File: config.mk
export PLATFORM = sky130hd
export DESIGN_NAME = timer_cmd_if
export DESIGN_NICKNAME = d
export VERILOG_FILES = /design/src/rtl/timer_cmd_if.sv
export SDC_FILE = /design/constraint.sdc
export NUM_CORES = 1
export LEC_CHECK = 0
export BUFFER_PORTS_ARGS = -buffer_cell sky130_fd_sc_hd__buf_2
export CORE_MARGIN = 3
export CORE_UTILIZATION = 35
export CTS_BUF_LIST = sky130_fd_sc_hd__clkbuf_8
export DETAILED_ROUTE_END_ITERATION = 10
export PLACE_DENSITY = 0.66
export SYNTH_ARGS = -nofsm -noshare
export SYNTH_HDL_FRONTEND = slang
export SYNTH_SLANG_ARGS = --single-unit
File: constraint.sdc
create_clock -name clk -period 2.94 [get_ports clk]
set_clock_uncertainty 0.15 [all_clocks]
set_input_delay 0 -clock clk [delete_from_list [all_inputs] [get_ports clk]]
set_output_delay 0 -clock clk [all_outputs]
set_load 0.01 [all_outputs]
File: src/rtl/timer_cmd_if.sv
module timer_cmd_if #(
  parameter int NCH = 3,
  parameter int CW  = 16
)(
  input  logic              clk,
  input  logic              rst_n,
  input  logic [1:0]        bus_addr,
  input  logic [7:0]        bus_wdata,
  input  logic              bus_wr,
  input  logic              bus_rd,
  output logic [7:0]        bus_rdata,
  input  logic [NCH*CW-1:0] cnt_in,
  input  logic [NCH-1:0]    out_in,
  input  logic [NCH-1:0]    null_in,
  output logic [NCH*CW-1:0] reload_out,
  output logic [NCH-1:0]    reload_load,
  output logic [NCH*3-1:0]  ch_mode,
  output logic [NCH-1:0]    ch_bcd,
  output logic [NCH-1:0]    cfg_wr
);
  localparam int HB = CW / 2;

  logic [1:0]    acc_q  [NCH];
  logic [2:0]    mode_q [NCH];
  logic          bcd_q  [NCH];
  logic [CW-1:0] rel_q  [NCH];
  logic [HB-1:0] lo_q   [NCH];
  logic          wptr_q [NCH];
  logic          rptr_q [NCH];
  logic [CW-1:0] lat_q  [NCH];
  logic          clat_q [NCH];
  logic          slat_q [NCH];
  logic [7:0]    stat_q [NCH];
  logic [NCH-1:0] load_q, cfgp_q;

  logic [CW-1:0] live  [NCH];
  logic [7:0]    rbyte [NCH];
  logic [NCH-1:0] cw_hit, lt_hit, rbc_hit, rbs_hit, dw_hit, dr_hit;

  wire       cmd_wr = bus_wr && (bus_addr == 2'd3);
  wire [1:0] sel    = bus_wdata[7:6];
  wire       rb     = (sel == 2'b11);
  wire [1:0] wacc   = bus_wdata[5:4];

  always_comb begin
    for (int i = 0; i < NCH; i++) begin
      live[i]    = cnt_in[CW*i +: CW];
      cw_hit[i]  = cmd_wr && !rb && (sel == 2'(i)) && (wacc != 2'b00);
      lt_hit[i]  = cmd_wr && !rb && (sel == 2'(i)) && (wacc == 2'b00);
      rbc_hit[i] = cmd_wr && rb && bus_wdata[i+1] && !bus_wdata[5];
      rbs_hit[i] = cmd_wr && rb && bus_wdata[i+1] && !bus_wdata[4];
      dw_hit[i]  = bus_wr && (bus_addr == 2'(i));
      dr_hit[i]  = bus_rd && (bus_addr == 2'(i));
    end
  end

  always_comb begin
    for (int i = 0; i < NCH; i++) begin
      logic [CW-1:0] src;
      src = clat_q[i] ? lat_q[i] : live[i];
      if (slat_q[i])
        rbyte[i] = stat_q[i];
      else if (acc_q[i] == 2'b10 || (acc_q[i] == 2'b11 && rptr_q[i]))
        rbyte[i] = src[CW-1:HB];
      else
        rbyte[i] = src[HB-1:0];
    end
    bus_rdata = 8'h00;
    for (int i = 0; i < NCH; i++)
      if (bus_addr == 2'(i)) bus_rdata = rbyte[i];
  end

  always_ff @(posedge clk or negedge rst_n) begin
    if (!rst_n) begin
      load_q <= '0;
      cfgp_q <= '0;
      for (int i = 0; i < NCH; i++) begin
        acc_q[i]  <= 2'b11;
        mode_q[i] <= 3'd0;
        bcd_q[i]  <= 1'b0;
        rel_q[i]  <= '0;
        lo_q[i]   <= '0;
        wptr_q[i] <= 1'b0;
        rptr_q[i] <= 1'b0;
        lat_q[i]  <= '0;
        clat_q[i] <= 1'b0;
        slat_q[i] <= 1'b0;
        stat_q[i] <= 8'h00;
      end
    end else begin
      load_q <= '0;
      cfgp_q <= '0;
      for (int i = 0; i < NCH; i++) begin
        if (cw_hit[i]) begin
          acc_q[i]  <= wacc;
          mode_q[i] <= bus_wdata[3:1];
          bcd_q[i]  <= bus_wdata[0];
          wptr_q[i] <= 1'b0;
          rptr_q[i] <= 1'b0;
          clat_q[i] <= 1'b0;
          slat_q[i] <= 1'b0;
          cfgp_q[i] <= 1'b1;
        end
        if (lt_hit[i] || rbc_hit[i]) begin
          lat_q[i]  <= live[i];
          clat_q[i] <= 1'b1;
          rptr_q[i] <= 1'b0;
        end
        if (rbs_hit[i]) begin
          stat_q[i] <= {out_in[i], null_in[i], acc_q[i], mode_q[i], bcd_q[i]};
          slat_q[i] <= 1'b1;
        end
        if (dw_hit[i]) begin
          case (acc_q[i])
            2'b01: begin rel_q[i] <= {{HB{1'b0}}, bus_wdata}; load_q[i] <= 1'b1; end
            2'b10: begin rel_q[i] <= {bus_wdata, {HB{1'b0}}}; load_q[i] <= 1'b1; end
            2'b11: begin
              if (!wptr_q[i]) begin
                lo_q[i]   <= bus_wdata;
                wptr_q[i] <= 1'b1;
              end else begin
                rel_q[i]  <= {bus_wdata, lo_q[i]};
                wptr_q[i] <= 1'b0;
                load_q[i] <= 1'b1;
              end
            end
            default: ;
          endcase
        end
        if (dr_hit[i]) begin
          if (slat_q[i])
            slat_q[i] <= 1'b0;
          else if (acc_q[i] == 2'b11) begin
            rptr_q[i] <= ~rptr_q[i];
            if (rptr_q[i]) clat_q[i] <= 1'b0;
          end else
            clat_q[i] <= 1'b0;
        end
      end
    end
  end

  always_comb begin
    for (int i = 0; i < NCH; i++) begin
      reload_out[CW*i +: CW] = rel_q[i];
      ch_mode[3*i +: 3]      = mode_q[i];
      ch_bcd[i]              = bcd_q[i];
    end
  end
  assign reload_load = load_q;
  assign cfg_wr      = cfgp_q;

  AST_ONE_STROBE: assert property (@(posedge clk) disable iff (!rst_n)
    !(bus_wr && bus_rd));

  for (genvar g = 0; g < NCH; g++) begin : g_ch
    AST_SINGLE_LOAD: assert property (@(posedge clk) disable iff (!rst_n)
      (dw_hit[g] && (acc_q[g] == 2'b01 || acc_q[g] == 2'b10)) |=>
        (reload_load[g] && reload_out[CW*g +: CW] ==
          (($past(acc_q[g]) == 2'b01) ? {8'h00, $past(bus_wdata)} : {$past(bus_wdata), 8'h00})));
    AST_LOW_FIRST_HOLD: assert property (@(posedge clk) disable iff (!rst_n)
      (dw_hit[g] && acc_q[g] == 2'b11 && !wptr_q[g]) |=>
        (!reload_load[g] && $stable(reload_out[CW*g +: CW])));
    AST_LATCH_FROZEN: assert property (@(posedge clk) disable iff (!rst_n)
      (clat_q[g] && !cmd_wr) |=> $stable(lat_q[g]));
    AST_STATUS_CAPTURE: assert property (@(posedge clk) disable iff (!rst_n)
      rbs_hit[g] |=> (slat_q[g] && stat_q[g][7] == $past(out_in[g])));
    AST_STATUS_FIRST: assert property (@(posedge clk) disable iff (!rst_n)
      (dr_hit[g] && slat_q[g]) |=> (!slat_q[g] && clat_q[g] == $past(clat_q[g])));
    AST_CFG_RELEASE: assert property (@(posedge clk) disable iff (!rst_n)
      cw_hit[g] |=> (!clat_q[g] && !slat_q[g] && !wptr_q[g] && !rptr_q[g]));
  end
endmodule

Word level (Yosys, flattened, before mapping)
Index checks and enable logic that the tools add are counted.
{"block": "word_totals", "ff_bits": 180, "inputBits": 68, "output_inout_bits": 74}
{"block": "classes", "reduce_logical": 55, "muxes": 87, "eq_ne": 18, "bitwise_logic": 6}
{"operator": "one-hot mux 16 bit (3 select lines)", "count": 3}
{"operator": "2-to-1 mux 16 bit", "count": 6}
{"operator": "2-to-1 mux 8 bit", "count": 9}
{"operator": "2-to-1 mux 1 bit", "count": 66}
{"operator": "logical AND 1 bit", "count": 30}
{"operator": "equality test 2 bit (second input constant)", "count": 10}
{"operator": "AND reduction 3 bit", "count": 6}
{"operator": "equality test 2 x 1 -> 1 bit (second input constant)", "count": 5}
{"operator": "nonzero test 3 bit", "count": 3}
{"operator": "logical NOT 2 bit", "count": 3}
{"operator": "logical OR 1 bit", "count": 6}
{"operator": "!= test 2 bit (second input constant)", "count": 3}
{"operator": "inverter 1 bit", "count": 6}
{"operator": "one-hot mux 1 bit (2 select lines)", "count": 3}
{"operator": "OR reduction 2 bit", "count": 3}
{"operator": "logical NOT 1 bit", "count": 3}
{"operator": "nonzero test 2 bit", "count": 1}

Depth between registers and ports, before layout
Gate-level depths: netlist of the first run.
{"block": "logic_depth", "depth_word": 11, "ltp_mapped": 9}

Least setup slack after synthesis of the first run
OpenSTA, ideal clock, no wires.
{"block": "synth_timing", "path_kind": "reg2reg", "from": "reg acc_q[1] in the netlist's numbering", "to": "reg rel_q, in the netlist reload_out[37]", "arrival_time_ps": 1926, "path_stages_with_launch": 10, "setup_time_ps": 135, "setup_slack_ps": 729, "synth_period_minus_slack_ps": 2211, "required_time_ps": 2655, "n_path_buf": 3, "cell_sequence": "dfstp_2 > clkbuf_1 > inv_1 > ha_1 > mux2i_1 > or2_2 > clkbuf_1 > clkbuf_1 > nand2_1 > o21ai_0"}
{"block": "synth_between", "elab_chain_len": 3, "elab_cells_between_ends": 7, "cone_classes": "4 x eq/ne; 1 x mux; 2 x reduce/logical"}
{"element": "from (decl)", "line_no": "23", "text": "logic [1:0] acc_q [NCH];"}
{"element": "from (signal, indexed assignment)", "line_no": "95", "text": "acc_q[i] <= wacc;"}
{"element": "equality test 2 bit / equality test 2 x 1 -> 1 bit (equally long branches)", "line_no": "114", "text": "case (acc_q[i])"}
{"element": "!= test 2 bit (no source line) / nonzero test 3 bit (equally long branches)"}
{"element": "AND reduction 3 bit (no source line)"}
{"element": "to (signal, indexed assignment)", "line_no": "122", "text": "rel_q[i] <= {bus_wdata, lo_q[i]};"}
{"element": "to (decl)", "line_no": "26", "text": "logic [CW-1:0] rel_q [NCH];"}
Several ways; a longest one is shown, not always the timed one.
A chain may end at the register's enable or synchronous reset.

Worst setup path in the final report of the first run
{"block": "layout_timing", "from": "reg acc_q[5] in the netlist's numbering", "to": "out bus_rdata[3]"}
{"block": "layout_between", "elab_chain_len": 8, "elab_cells_between_ends": 9, "cone_classes": "2 x eq/ne; 5 x mux; 2 x reduce/logical"}
{"element": "equality test 2 bit", "line_no": "63", "text": "else if (acc_q[i] == 2'b10 || (acc_q[i] == 2'b11 && rptr_q[i]))"}
{"element": "logical AND 1 bit", "line_no": "63"}
{"element": "logical OR 1 bit (*)", "line_no": "63"}
{"element": "2-to-1 mux 8 bit (*)", "line_no": "63"}
{"element": "2-to-1 mux 8 bit (*)", "line_no": "61", "text": "if (slat_q[i])"}
{"element": "2-to-1 mux 8 bit (*) (3 in a row)", "line_no": "70", "text": "if (bus_addr == 2'(i)) bus_rdata = rbyte[i];"}
{"element": "to (decl)", "line_no": "11", "text": "output logic [7:0] bus_rdata,"}
Mark *: on every way between the ends. The rest lies on a longest branch, timed or not.

==> impl_metrics.env, run 1 <==
export IMPL_clock_latency_ns=0.45
export IMPL_seq_area_frac_synth=0.5330
export IMPL_critPathLaunchType="register"
export IMPL_maxSlewViolCount=0
export IMPL_drv_cap=0
export IMPL_setup_violations=0
export IMPL_clk_pin_slew_ns=0.10
export IMPL_cpPeakStageDelay_ns=0.71
export IMPL_path_delay_family="flip-flops"
export IMPL_port_buffers=141
export IMPL_avgSynthCellArea_sq_um=12.18
export IMPL_slowest_stage="dfstp_4"
export IMPL_drive_gt1_frac=0.3844
export IMPL_end_kind="output port"
export IMPL_outcome="completed"
export IMPL_syn_inst=695
export IMPL_cts_htree_levels=4
export IMPL_fin_hold_ws_ns=0.1368
export IMPL_initial_utilization=0.3585
export IMPL_drt_iter0_drc=372
export IMPL_min_path_type="input pin to register"
export IMPL_grt_max_degree=61
export IMPL_finalHoldViolCount=0
export IMPL_ys_seq_elements=180
export IMPL_coreArea_sq_um=23610
export IMPL_rsz0062_at_grt="false"
export IMPL_ir_drop_mv=0.3065
export IMPL_vias=6162
export IMPL_fin_crit_ns=2.807
export IMPL_row_count=56
export IMPL_fin_nets=974
export IMPL_required_ns=2.79
export IMPL_crit_fanout=13
export IMPL_worst_path_buf_inv=2
export IMPL_avgRoutedWirePerCell_um=18.24
export IMPL_r2r_start="acc_q[5]$_DFFE_PN1P_"
export IMPL_ant_nets=0
export IMPL_antenna_found_initial=1
export IMPL_clkSinkCount=180
export IMPL_power_per_cell_area_nw_per_um2=704.9
export IMPL_fillCellCount=2196
export IMPL_io_pin_count=142
export IMPL_drcViolationCount=0
export IMPL_tightest_slew_ns=0.9003
export IMPL_dr_pass1_iters=5
export IMPL_p_leak_nw=5.094
export IMPL_cts_tree="built"
export IMPL_numCtsBuffers=17
export IMPL_cp_startpoint="acc_q[5]$_DFFE_PN1P_"
export IMPL_ys_warn_count=0
export IMPL_fmax_mhz=356.2
export IMPL_dp_cells=1123
export IMPL_fin_cells=1228
export IMPL_grt_pass1_vias=6404
export IMPL_wirelength_mm=22.40
export IMPL_ys_types=47
export IMPL_utilization=0.4562
export IMPL_die_h_um=161.5
export IMPL_hpwl_mm=15.46
export IMPL_clk_path_buf_depth=2
export IMPL_syn_to_final_growth_pct=27.26
export IMPL_grt_pass1_wl_mm=36.02
export IMPL_cts_root_buffer="clkbuf_8"
export IMPL_gr_total_overflow=0
export IMPL_period_share=0.9548
export IMPL_syn_nets=773
export IMPL_min_from="null_in[2]"
export IMPL_vias_per_cell=5.018
export IMPL_die_area_sq_um=26090
export IMPL_grt_use_total=0.1764
export IMPL_path_cells="ha_2, a21oi_4, buf_4, mux4_2, a221oi_1, a22oi_1, buf_2"
export IMPL_netlist_area_sq_um=8464
export IMPL_worstSetupPathType="register to output port"
export IMPL_reg2reg_setup_slack_ns=0.54
export IMPL_die_w_um=161.5
export IMPL_arrival_ns=2.66
export IMPL_max_slew_margin=0.3980
export IMPL_place_gp_congestion=0.8420
export IMPL_finalSetupTns_ns=0
==> synthesized netlist by cell type, drive strengths merged <==
cell	number	area (sq um)
ha	10	125.1
a22o	6	52.55
nand4b	1	8.760
nor3b	26	200.2
mux4	24	540.5
or3	2	12.51
a32oi	6	52.55
and2	3	18.77
dfrtp	174	4354
o21bai	2	15.01
a31oi	1	6.260
or4b	1	10.01
o211ai	2	25.02
nor2b	4	25.02
mux2	108	1231
nor4	1	21.27
inv	8	30.03
nor3	7	45.04
o31ai	1	7.510
nand3b	4	30.03
a21oi	37	196.4
or2	2	12.51
and4b	1	10.01
clkbuf	31	116.4
nand2	95	356.6
nand3	36	192.7
mux2i	10	100.1
o21ai	25	125.1
nor2	18	75.07
and3b	1	8.760
nand2b	7	43.79
a21boi	1	18.77
nor4b	1	23.77
a221oi	8	70.07
dfstp	6	157.7
a22oi	8	60.06
buf	17	85.09
==> cell usage in the layout (no fill, tap or decap), types with 7 or more instances in the layout <==
master and count:
ha_1 8, nand3_1 35, buf_2 140, mux2_2 102, a22oi_1 8, nand2_1 95, a21oi_1 34, o21ai_0 25
nand2b_1 7, nor2_1 15, mux4_2 24, dlygate4sd3_1 69, clkbuf_8 17, nor3b_1 25, buf_4 18, inv_1 8
mux2i_1 10, dfrtp_1 174
==> where the power goes <==
group | total (mW) | internal (mW) | switching, mW
Sequential | 3.58 | 3.14 | 0.439
Combinational | 2.03 | 1.01 | 1.02
Clock | 1.99 | 1.09 | 0.894
Total | 7.59 | 5.24 | 2.35
==> per-layer routing <==
layer | global-route usage | vias up | wire length [um]
met5 | 0 | - | 0
met4 | 0.04928 | 0 | 382
met3 | 0.03591 | 27 | 821
met2 | 0.2795 | 132 | 10710
met1 | 0.2475 | 3110 | 10490
li1 | - | 2893 | -
==> worst register-to-register path: stages (launching register included) <==
cell and delay, ns:
dfstp_4 0.71, ha_2 0.30, buf_4 0.24, nand3_1 0.12, nor2_2 0.38, mux2_2 0.38
==> final timing paths <==
path | to | cells past startpoint
min in group asynchronous | acc_q[2]$_DFFE_PN1P_ | 3
min | stat_q[6]$_DFFE_PN0P_ | 3
max reg2reg | lo_q[17]$_DFFE_PN0P_ | 5
max in group asynchronous | lat_q[18]$_DFFE_PN0P_ | 4
max | bus_rdata[3] | 7
min reg2reg | reload_out[29]$_DFFE_PN0P_ | 2
==> through the flow <==
step / cell area, sq um / total power [mW] / worst slack [ns]
finish: 10770 / 7.593 / 0.1330
global route: 10770 / 8.091 / 0.01034
CTS: 10730 / 7.664 / 0.01147
detailed placement: 9507 / 5.549 / 0.2881
global placement: 9507 / 5.483 / 0.3675
floorplan: 8464 / 4.739 / 0.7290
==> state kept, by name, indices dropped and copies added (netlist names) <==
signal / flops
ch_bcd: 3
reload_load: 3
reload_out: 48
wptr_q: 3
rptr_q: 3
stat_q: 24
clat_q: 3
acc_q: 6
slat_q: 3
lo_q: 24
lat_q: 48
cfg_wr: 3
ch_mode: 9
==> cells by family after synthesis <==
group                    synth area share
flip-flops                         0.5330
buffers and inverters             0.02735
adder cells (fa/ha/maj)           0.01478
multiplexers                       0.2211
AND/OR/NAND/NOR                    0.1293
AO/OA/AOI/OAI                     0.07435
==> repair_timing <==
action / in CTS / in global routing
hold buffers: 70 / 0
hold endpoints to repair: 307 / 0
pin swaps: 0 / 0
endpoints found under the setup margin: 8 / 8
resized for setup: 3 / 6
buffers inserted: 3 / 0
==> final cells by class <==
class	instances	area (sq um)	area share
antenna	1	2.502	0.0002323
clock buffer	17	234.0	0.02172
clock inverter	14	234.0	0.02172
inverter	8	30.03	0.002788
multi-input combinational	459	3771	0.3501
sequential	180	4516	0.4192
tap	319	399.1	0.03705
timing repair buffer	230	1585	0.1472
Power figures use the tool's default switching activity.
==> run 2: changes to the inputs <==
--- a/config.mk
+++ b/config.mk
@@ -10,7 +10,7 @@
 export CORE_UTILIZATION = 35
 export CTS_BUF_LIST = sky130_fd_sc_hd__clkbuf_8
 export DETAILED_ROUTE_END_ITERATION = 10
-export PLACE_DENSITY = 0.66
+export PLACE_DENSITY = 0.68
 export SYNTH_ARGS = -nofsm -noshare
 export SYNTH_HDL_FRONTEND = slang
 export SYNTH_SLANG_ARGS = --single-unit
==> constraint.sdc (replaced) <==
create_clock -name clk -period 2.3 [get_ports clk]
set_clock_uncertainty 0.15 [all_clocks]
set_input_delay 0 -clock clk [delete_from_list [all_inputs] [get_ports clk]]
set_output_delay 0 -clock clk [all_outputs]
set_load 0.01 [all_outputs]
==> run 2 against run 1 <==
Effect of this change:
- the flow now finishes with violations (setup timing)
- via count increased by 3.2%
- hold slack got worse by 0.053 ns
- die area unchanged
- critical path type unchanged
- sequential share of layout area decreased by 1.1 points
- register-to-register slack got worse by 0.39 ns
- critical endpoint unchanged
- final cell count increased by 1.9%
- sequential cell count unchanged
==> impl_metrics.env, run 2 (synthesized netlist as in run 1, its figures left out) <==
export IMPL_outcome="complete, but fails checks"
export IMPL_violations="setup timing"
export IMPL_clkSinkCount=180
export IMPL_power_mw=9.653
export IMPL_clk_path_buf_depth=2
export IMPL_port_buffers=141
export IMPL_rsz0062_at_grt="true"
export IMPL_final_common_cell="dfrtp_1"
export IMPL_setup_violations=8
export IMPL_cts_root_buffer="clkbuf_8"
export IMPL_hpwl_mm=16.06
export IMPL_place_gp_congestion=0.8247
export IMPL_coreArea_sq_um=23610
export IMPL_io_pin_count=142
export IMPL_grt_max_degree=75
export IMPL_required_ns=2.15
export IMPL_clk_pin_slew_ns=0.09
export IMPL_die_h_um=161.5
export IMPL_diodes=0
export IMPL_postPlaceCellArea_sq_um=9742
export IMPL_finalHoldViolCount=0
export IMPL_vias=6361
export IMPL_antenna_found_initial=0
export IMPL_tightest_slew_ns=0.9296
export IMPL_finalSetupTns_ns=-1.459
export IMPL_fin_cells=1251
export IMPL_design_area_sq_um=11050
export IMPL_period_share=1.102
export IMPL_drcViolationCount=0
export IMPL_reg2reg_setup_slack_ns=0.15
export IMPL_critPathLaunchType="register"
export IMPL_vias_per_cell=5.085
export IMPL_die_area_sq_um=26090
export IMPL_drt_iter0_drc=372
export IMPL_pre_cts_ws_ns=0.09699
export IMPL_power_per_cell_area_nw_per_um2=873.8
export IMPL_avgRoutedWirePerCell_um=18.32
export IMPL_min_path_type="input pin to register"
export IMPL_grt_pass1_vias=6635
export IMPL_grt_pass1_wl_mm=37.25
export IMPL_clock_latency_ns=0.46
export IMPL_hold_path_depth=4
export IMPL_arrival_ns=2.39
export IMPL_r2r_worst_path_cells=8
export IMPL_grt_use_total=0.1815
export IMPL_r2r_start="acc_q[1]$_DFFE_PN1P_"
export IMPL_drive_gt1_frac=0.4152
export IMPL_dp_cells=1146
export IMPL_cts_htree_levels=4
export IMPL_p_leak_nw=5.239
export IMPL_cts_tree="built"
export IMPL_die_w_um=161.5
export IMPL_maxSlewViolCount=0
export IMPL_mostFrequentLayoutCells="dfrtp_1 (173), buf_2 (140), mux2_2 (102), nand2_1 (95), dlygate4sd3_1 (69)"
export IMPL_numCtsBuffers=17
export IMPL_worstSetupPathType="register to output port"
export IMPL_initial_utilization=0.3585
export IMPL_wirelength_mm=22.92
export IMPL_min_from="bus_addr[1]"
export IMPL_dr_pass1_iters=4
export IMPL_end_kind="output port"
export IMPL_gr_total_overflow=0
export IMPL_whs_endpoint="clat_q[2]$_DFF_PN0_"
export IMPL_fin_nets=997
export IMPL_fmax_mhz=394.5
export IMPL_drv_cap=0
export IMPL_row_count=56
export IMPL_regToRegEndpoint="reload_out[38]$_DFFE_PN0P_"
export IMPL_syn_to_final_growth_pct=30.52
export IMPL_finalWorstSetupSlack_ns=-0.2351
export IMPL_ant_nets=0
export IMPL_ir_drop_mv=0.3711
export IMPL_crit_fanout=8
export IMPL_fin_crit_ns=2.535
export IMPL_max_slew_margin=0.3785
run 2: cell type report:
cell class              instances  area [sq um]
fillers                      2178         12560
flip-flops and latches        180          4513
multi-input cells             459          3876
repair buffers                253          1821
well taps                     319         399.1
clock buffers                  18         247.7
clock inverters                14         161.4
inverters                       8         30.03
run 2: worst max path at each step:
stage	cells after the start	start	slack, ns	endpoint
2_1_floorplan	9	acc_q[1]$_DFFE_PN1P_	0.09	reload_out[37]$_DFFE_PN0P_
3_3_place_gp	8	acc_q[4]$_DFFE_PN1P_	0.13	bus_rdata[5]
3_5_place_dp	8	acc_q[4]$_DFFE_PN1P_	0.1	bus_rdata[5]
4_1_cts	8	acc_q[4]$_DFFE_PN1P_	-0.24	bus_rdata[5]
5_1_grt	8	acc_q[4]$_DFFE_PN1P_	-0.36	bus_rdata[5]
6_report	8	acc_q[4]$_DFFE_PN1P_	-0.24	bus_rdata[3]
run 2: worst max-delay path, stage by stage (launching register included):
cell and delay [ns]:
dfstp_2 0.55, inv_2 0.05, ha_4 0.16, a21oi_4 0.13, buf_12 0.14, mux4_2 0.31
a221oi_2 0.29, a22oi_1 0.15, buf_2 0.16
run 2: metal layers:
metal	vias up	share of wire	global-route usage
met5	-	0	0
met4	0	0.013	0.04458
met3	19	0.044	0.04463
met2	147	0.48	0.2964
met1	3242	0.46	0.2445
li1	2953	-	-
run 2: timing repair:
| action | in CTS | in global routing |
|---|---|---|
| endpoints found under the setup margin | 8 | 8 |
| setup buffers | 3 | 0 |
| hold buffers | 70 | 0 |
| resized for setup | 28 | 2 |
| pin swaps | 11 | 1 |
| hold endpoints to repair | 316 | 0 |
run 2: stage by stage:
stage	util	hold slack, ns
after floorplan	-	-0.4456
after global placement	0.4126	-0.1826
after detailed placement	0.4126	-0.1826
after CTS	0.4674	0.04444
after global routing	0.4679	0.08518
final	0.4679	0.08382
run 2: power by group:
group / total, mW / internal [mW] / leakage [nW] / switching (mW)
Clock: 2.27 / 1.10 / 0.219 / 1.17
Combinational: 2.83 / 1.43 / 2.68 / 1.40
Sequential: 4.56 / 4.01 / 2.35 / 0.548
Total: 9.65 / 6.54 / 5.24 / 3.11
